## src/rtl/ppi_pkg.sv

```systemverilog
package ppi_pkg;
  localparam int BUS_W = 8;
  localparam int SEL_W = 3;

  typedef enum logic [1:0] {
    SEL_PA   = 2'd0,
    SEL_PB   = 2'd1,
    SEL_PC   = 2'd2,
    SEL_CTRL = 2'd3
  } sel_e;

  typedef struct packed {
    logic [1:0] a_mode;
    logic       a_in;
    logic       cu_in;
    logic       b_mode;
    logic       b_in;
    logic       cl_in;
  } cfg_t;

  localparam cfg_t CFG_RESET = '{a_mode: 2'b00, a_in: 1'b1, cu_in: 1'b1,
                                 b_mode: 1'b0, b_in: 1'b1, cl_in: 1'b1};

  function automatic cfg_t decode_cfg(input logic [BUS_W-1:0] w);
    cfg_t c;
    c.a_mode = w[6] ? 2'd2 : {1'b0, w[5]};
    c.a_in   = w[4];
    c.cu_in  = w[3];
    c.b_mode = w[2];
    c.b_in   = w[1];
    c.cl_in  = w[0];
    return c;
  endfunction
endpackage

```

## src/rtl/ppi_bus_if.sv

```systemverilog
module ppi_bus_if (
  input  logic clk,
  input  logic rst,
  input  logic cs_n,
  input  logic rd_n,
  input  logic wr_n,
  output logic rd_act,
  output logic rd_hit,
  output logic wr_hit
);
  logic rd_q, wr_q;
  logic wr_act;

  assign rd_act = !cs_n && !rd_n;
  assign wr_act = !cs_n && !wr_n;
  assign rd_hit = rd_act && !rd_q;
  assign wr_hit = wr_act && !wr_q;

  always_ff @(posedge clk) begin
    if (rst) begin
      rd_q <= 1'b0;
      wr_q <= 1'b0;
    end else begin
      rd_q <= rd_act;
      wr_q <= wr_act;
    end
  end

  assert_single_write_R2: assert property (@(posedge clk) disable iff (rst)
    wr_hit |=> !wr_hit);
endmodule

```

## src/rtl/ppi_hs_chan.sv

```systemverilog
module ppi_hs_chan #(
  parameter int W = 8
) (
  input  logic         clk,
  input  logic         rst,
  input  logic         clr,
  input  logic         in_en,
  input  logic         out_en,
  input  logic         stb_n,
  input  logic         ack_n,
  input  logic [W-1:0] pins,
  input  logic         rd_hit,
  input  logic         wr_hit,
  output logic [W-1:0] held,
  output logic         ibf,
  output logic         obf_n
);
  logic stb_q;
  logic stb_fall;

  assign stb_fall = in_en && stb_q && !stb_n;

  always_ff @(posedge clk) begin
    if (rst || clr) begin
      stb_q <= 1'b1;
      held  <= '0;
      ibf   <= 1'b0;
      obf_n <= 1'b1;
    end else begin
      stb_q <= stb_n;
      if (stb_fall) begin
        held <= pins;
        ibf  <= 1'b1;
      end else if (rd_hit) begin
        ibf <= 1'b0;
      end
      if (out_en && wr_hit)
        obf_n <= 1'b0;
      else if (out_en && !ack_n)
        obf_n <= 1'b1;
    end
  end

  assert_ibf_rise_R8: assert property (@(posedge clk) disable iff (rst)
    $rose(ibf) |-> $past(in_en && !stb_n));
  assert_obf_fall_R9: assert property (@(posedge clk) disable iff (rst)
    $fell(obf_n) |-> $past(out_en && wr_hit));
  assert_clear_flags_R5: assert property (@(posedge clk) disable iff (rst)
    clr |=> (!ibf && obf_n));
endmodule

```

## src/rtl/ppi_top.sv

```systemverilog
module ppi_top
  import ppi_pkg::*;
(
  input  logic             clk,
  input  logic             rst,
  input  logic             cs_n,
  input  logic             rd_n,
  input  logic             wr_n,
  input  logic [1:0]       addr,
  input  logic [BUS_W-1:0] din,
  output logic [BUS_W-1:0] dout,
  output logic             dout_oe,
  input  logic [BUS_W-1:0] pa_in,
  output logic [BUS_W-1:0] pa_out,
  output logic             pa_oe,
  input  logic [BUS_W-1:0] pb_in,
  output logic [BUS_W-1:0] pb_out,
  output logic             pb_oe,
  input  logic [BUS_W-1:0] pc_in,
  output logic [BUS_W-1:0] pc_out,
  output logic [BUS_W-1:0] pc_oe
);
  localparam int HALF = BUS_W / 2;

  logic rd_act, rd_hit, wr_hit;
  cfg_t cfg;
  logic [BUS_W-1:0] pa_lat, pb_lat, pc_lat;
  logic mode_clr;
  logic a_in_en, a_out_en, b_in_en, b_out_en;
  logic [BUS_W-1:0] held_a, held_b;
  logic ibf_a, ibf_b, obf_n_a, obf_n_b;
  logic [BUS_W-1:0] rd_mux;
  sel_e sel;

  assign sel = sel_e'(addr);

  ppi_bus_if u_bus (
    .clk(clk), .rst(rst), .cs_n(cs_n), .rd_n(rd_n), .wr_n(wr_n),
    .rd_act(rd_act), .rd_hit(rd_hit), .wr_hit(wr_hit)
  );

  assign mode_clr = wr_hit && sel == SEL_CTRL && din[BUS_W-1];

  always_ff @(posedge clk) begin
    if (rst) begin
      cfg    <= CFG_RESET;
      pa_lat <= '0;
      pb_lat <= '0;
      pc_lat <= '0;
    end else if (wr_hit) begin
      unique case (sel)
        SEL_PA: pa_lat <= din;
        SEL_PB: pb_lat <= din;
        SEL_PC: pc_lat <= din;
        SEL_CTRL: begin
          if (din[BUS_W-1]) begin
            cfg    <= decode_cfg(din);
            pa_lat <= '0;
            pb_lat <= '0;
            pc_lat <= '0;
          end else begin
            pc_lat[din[SEL_W:1]] <= din[0];
          end
        end
      endcase
    end
  end

  assign a_in_en  = (cfg.a_mode == 2'd1 && cfg.a_in)  || cfg.a_mode == 2'd2;
  assign a_out_en = (cfg.a_mode == 2'd1 && !cfg.a_in) || cfg.a_mode == 2'd2;
  assign b_in_en  = cfg.b_mode && cfg.b_in;
  assign b_out_en = cfg.b_mode && !cfg.b_in;

  ppi_hs_chan #(.W(BUS_W)) u_chan_a (
    .clk(clk), .rst(rst), .clr(mode_clr),
    .in_en(a_in_en), .out_en(a_out_en),
    .stb_n(pc_in[4]), .ack_n(pc_in[6]), .pins(pa_in),
    .rd_hit(rd_hit && sel == SEL_PA), .wr_hit(wr_hit && sel == SEL_PA),
    .held(held_a), .ibf(ibf_a), .obf_n(obf_n_a)
  );

  ppi_hs_chan #(.W(BUS_W)) u_chan_b (
    .clk(clk), .rst(rst), .clr(mode_clr),
    .in_en(b_in_en), .out_en(b_out_en),
    .stb_n(pc_in[2]), .ack_n(pc_in[2]), .pins(pb_in),
    .rd_hit(rd_hit && sel == SEL_PB), .wr_hit(wr_hit && sel == SEL_PB),
    .held(held_b), .ibf(ibf_b), .obf_n(obf_n_b)
  );

  assign pa_out = pa_lat;
  assign pa_oe  = (cfg.a_mode == 2'd2) ? !pc_in[6] : !cfg.a_in;
  assign pb_out = pb_lat;
  assign pb_oe  = !cfg.b_in;

  always_comb begin
    pc_out = pc_lat;
    pc_oe  = {{HALF{!cfg.cu_in}}, {HALF{!cfg.cl_in}}};
    if (a_in_en) begin
      pc_oe[4]  = 1'b0;
      pc_oe[5]  = 1'b1;
      pc_out[5] = ibf_a;
    end
    if (a_out_en) begin
      pc_oe[6]  = 1'b0;
      pc_oe[7]  = 1'b1;
      pc_out[7] = obf_n_a;
    end
    if (b_in_en) begin
      pc_oe[2]  = 1'b0;
      pc_oe[1]  = 1'b1;
      pc_out[1] = ibf_b;
    end
    if (b_out_en) begin
      pc_oe[2]  = 1'b0;
      pc_oe[1]  = 1'b1;
      pc_out[1] = obf_n_b;
    end
  end

  always_comb begin
    unique case (sel)
      SEL_PA:   rd_mux = a_in_en ? held_a :
                         ((cfg.a_mode == 2'd0 && cfg.a_in) ? pa_in : pa_lat);
      SEL_PB:   rd_mux = b_in_en ? held_b :
                         ((!cfg.b_mode && cfg.b_in) ? pb_in : pb_lat);
      SEL_PC:   rd_mux = (pc_oe & pc_out) | (~pc_oe & pc_in);
      SEL_CTRL: rd_mux = '0;
    endcase
  end

  always_ff @(posedge clk) begin
    if (rst) begin
      dout    <= '0;
      dout_oe <= 1'b0;
    end else begin
      dout_oe <= rd_act;
      if (rd_act) dout <= rd_mux;
    end
  end

  assert_oe_after_read_R2: assert property (@(posedge clk) disable iff (rst)
    dout_oe |-> $past(!cs_n && !rd_n));
  assert_ctrl_reads_zero_R1: assert property (@(posedge clk) disable iff (rst)
    (dout_oe && $past(addr) == 2'd3) |-> dout == '0);
  assert_mode_clears_latch_R5: assert property (@(posedge clk) disable iff (rst)
    mode_clr |=> (pa_out == '0 && pb_out == '0));
  assert_bidir_drive_R10: assert property (@(posedge clk) disable iff (rst)
    (cfg.a_mode == 2'd2 && !pc_in[6]) |-> pa_oe);
endmodule

```

## config.mk

```make
export PLATFORM = sky130hd
export DESIGN_NAME = ppi_top
export DESIGN_NICKNAME = d
export VERILOG_FILES = /design/src/rtl/ppi_pkg.sv /design/src/rtl/ppi_bus_if.sv /design/src/rtl/ppi_hs_chan.sv /design/src/rtl/ppi_top.sv
export SDC_FILE = /design/constraint.sdc
export NUM_CORES = 1
export LEC_CHECK = 0
export BUFFER_PORTS_ARGS = -buffer_cell sky130_fd_sc_hd__buf_4
export CAP_MARGIN = 25
export CORE_MARGIN = 4
export CORE_UTILIZATION = 40
export CTS_CLUSTER_DIAMETER = 50
export DETAILED_ROUTE_END_ITERATION = 10
export PLACE_DENSITY = 0.59
export SYNTH_ARGS = -nofsm -noshare
export SYNTH_HDL_FRONTEND = slang
export SYNTH_HIERARCHICAL = 1
export SYNTH_SLANG_ARGS = --single-unit
```

## constraint.sdc

```tcl
create_clock -name clk -period 4.75 [get_ports clk]
set_input_delay 0.7125 -clock clk [delete_from_list [all_inputs] [get_ports clk]]
set_output_delay 0.7125 -clock clk [all_outputs]
set_load 0.02 [all_outputs]
```

==> out/qor.yml <==
run_status:
  status: "completed"
grt:
  antenna_found_initial: 0
  grt_pass1_wl_um: 16390
  first_global_vias: 3094
  gr-total-overflow: 0
  grt_max_degree: 47
  track_usage_pct: 20.34
place:
  port_buffers: 81
  dpl-instance-area_um2: 4090
  dp.cells: 600
  dp_worst_setup_slack_ps: 1872
  dp_hpwl_um: 7948
  place_congestion: 0.8750
clock_tree:
  path_clk_slew_ps: 70
  cts_root_buffer: "clkbuf_8"
  cts.sinks: 64
  cts_resized: 0
  cts_buffers: 9
  clk_latency_ps: 340
  clock_tree.buffer_depth: 2
  cts_hold_buf: 0
  cts_setup_buffers: 0
  htreeDepth: 3
  cts_tree: "done"
drt:
  wirelength_um: 10680
  vias: 3372
  antenna_left: 0
  drc_errors: 0
  first_iter_violations: 226
  first_pass_iters: 4
  vias_per_cell: 5.465
  routedWlPerCell_um: 17.30
sta:
  worst_pin_slew_ps: 857.7
  final_hold_viol_count: 0
  finalClockSkew_ps: 8.401
  finalSetupViolCount: 0
  fmax_mhz: 362.8
  fin_ws_ps: 1994
  grt_setup_unrepaired: "no"
  tns_ps: 0
  maxSlewHeadroom_pct: 42.38
  drv_slew: 0
  min_period_ps: 2757
  hold_slack_ps: 452.6
  finalCritPeriodShare_pct: 58.03
worst_setup_path:
  path_delay_family: "flip-flops"
  slowest_delay_ps: 770
  end_kind: "output pin"
  crit_chain: "and3b_1 > nor2_4 > inv_2 > nand2_1 > nand2_1 > buf_4"
  arrival_ps: 2040
  cp_num_cells: 6
  worst_setup_path_start_kind: "flop"
  cp_slowest_cell: "dfxtp_1"
  rr_worst_depth: 5
  ff2ff_setup_slack_ps: 2380
  worst-setup-path-type: "flop to output pin"
  crit_path_max_fanout: 18
  critPathBufInv: 2
  cp_common_cell: "nand2_1"
  critPathRequiredTime_ps: 4040
floorplanning:
  die-area_um2: 10560
  fp.dieW_um: 102.8
  start_util_pct: 41.18
  ios: 82
  die_y_um: 102.8
  row_count: 34
  core_um2: 8721
synth:
  async_flop_share_pct: 0
  synth_seq_cells: 64
  yosysWarnings: 6
  synth-seq-area-share_pct: 35.68
  ys.flop_type: "dfxtp_1"
  syn_nets: 492
  syn_inst: 453
  syn_area_um2: 3591
  avgSynthCellArea_um2: 7.927
  ys_types: 55
  synth_edf_count: 0
pwr:
  power_density_nw_per_um2: 292.1
  total_power_mw: 1.259
  vdd_drop_max_mv: 0.1173
  p_leak_nw: 1.819
finish:
  layout_commonest_cell: "buf_4"
  antenna_cells: 0
  drive_gt1_share_pct: 22.00
  nets: 543
  fin_util_pct: 49.44
  final_cell_mix: "buf_4 (82), nand2_1 (72), dfxtp_1 (64)"
  area_delta_synth_final_pct: 20.07
  finalNonFillerCells: 617
  postLayoutCellArea_um2: 4312
run:
  maxCapViolCount: 0
hold_path:
  hold_class: "flop to flop"
  whs_path_depth: 2
-- logic make-up after synthesis --
logic type             count (synthesis)  synth area share [%]
AO/OA/AOI/OAI                        107                 20.04
buffers and inverters                 60                 8.676
flip-flops                            64                 35.68
multiplexers                          31                 8.850
AND/OR/NAND/NOR                      191                 26.76
-- per-layer routing --
metal,track usage (%),up-vias,share of wire [%]
met5,0,-,0
met4,9.861,0,3.1
met3,3.315,21,5.3
li1,-,1675,-
met1,28.42,1573,46
met2,30.49,103,46
-- layout make-up --
| class | count | area, um2 |
|---|---|---|
| clock buffers | 13 | 148.9 |
| clock inverters | 3 | 65.06 |
| fillers | 895 | 4409 |
| inverters | 18 | 67.56 |
| multi-input cells | 329 | 1998 |
| flip-flops and latches | 64 | 1281 |
| well taps | 108 | 135.1 |
| repair buffers | 82 | 615.6 |
-- state kept, by name (all words and copies together), names as in the netlist --
signal          cells
u_chan_b/stb_q      1
u_chan_b/held       8
cfg                 7
u_bus/rd_q          1
dout_oe             1
u_chan_b/ibf        1
u_chan_a/stb_q      1
u_chan_a/held       8
pc_lat              8
pa_out              8
dout                8
pb_out              8
u_chan_a/obf_n      1
u_chan_a/ibf        1
u_bus/wr_q          1
u_chan_b/obf_n      1
-- worst paths after layout --
| path | to | from |
|---|---|---|
| worst min register to register | u_chan_b/held[6]$_SDFFE_PP0P_ | u_chan_b/held[6]$_SDFFE_PP0P_ |
| worst max register to register | u_chan_a/obf_n$_SDFFE_PP1P_ | u_bus/wr_q$_SDFF_PP0_ |
| worst max-delay path | pc_out[5] | cfg[6]$_SDFFE_PP0P_ |
| worst min-delay path | u_chan_b/held[6]$_SDFFE_PP0P_ | u_chan_b/held[6]$_SDFFE_PP0P_ |
-- power by group --
| group | leakage (nW) | switching (mW) | internal, mW |
|---|---|---|---|
| Sequential | 0.520 | 0.0135 | 0.551 |
| Combinational | 1.19 | 0.102 | 0.0756 |
| Clock | 0.108 | 0.207 | 0.310 |
-- Yosys cell counts, types with 8 or more instances --
cell	count	area, um2
o21ai_0	8	40.04
nor2_1	39	146.4
buf_2	12	60.06
nor3_1	10	50.05
a21oi_1	45	225.2
nand3b_1	11	82.58
nand2_1	72	270.3
mux2i_1	25	250.2
clkbuf_1	17	63.81
nand2b_1	10	62.56
inv_1	13	48.80
dfxtp_1	64	1281
and2_1	9	56.30
-- tightest hold or removal path: stages (launching register included) --
cell and delay [ps]:
dfxtp_1 310, nand2_1 50, a21oi_1 50
(Power assumes the default switching activity.)
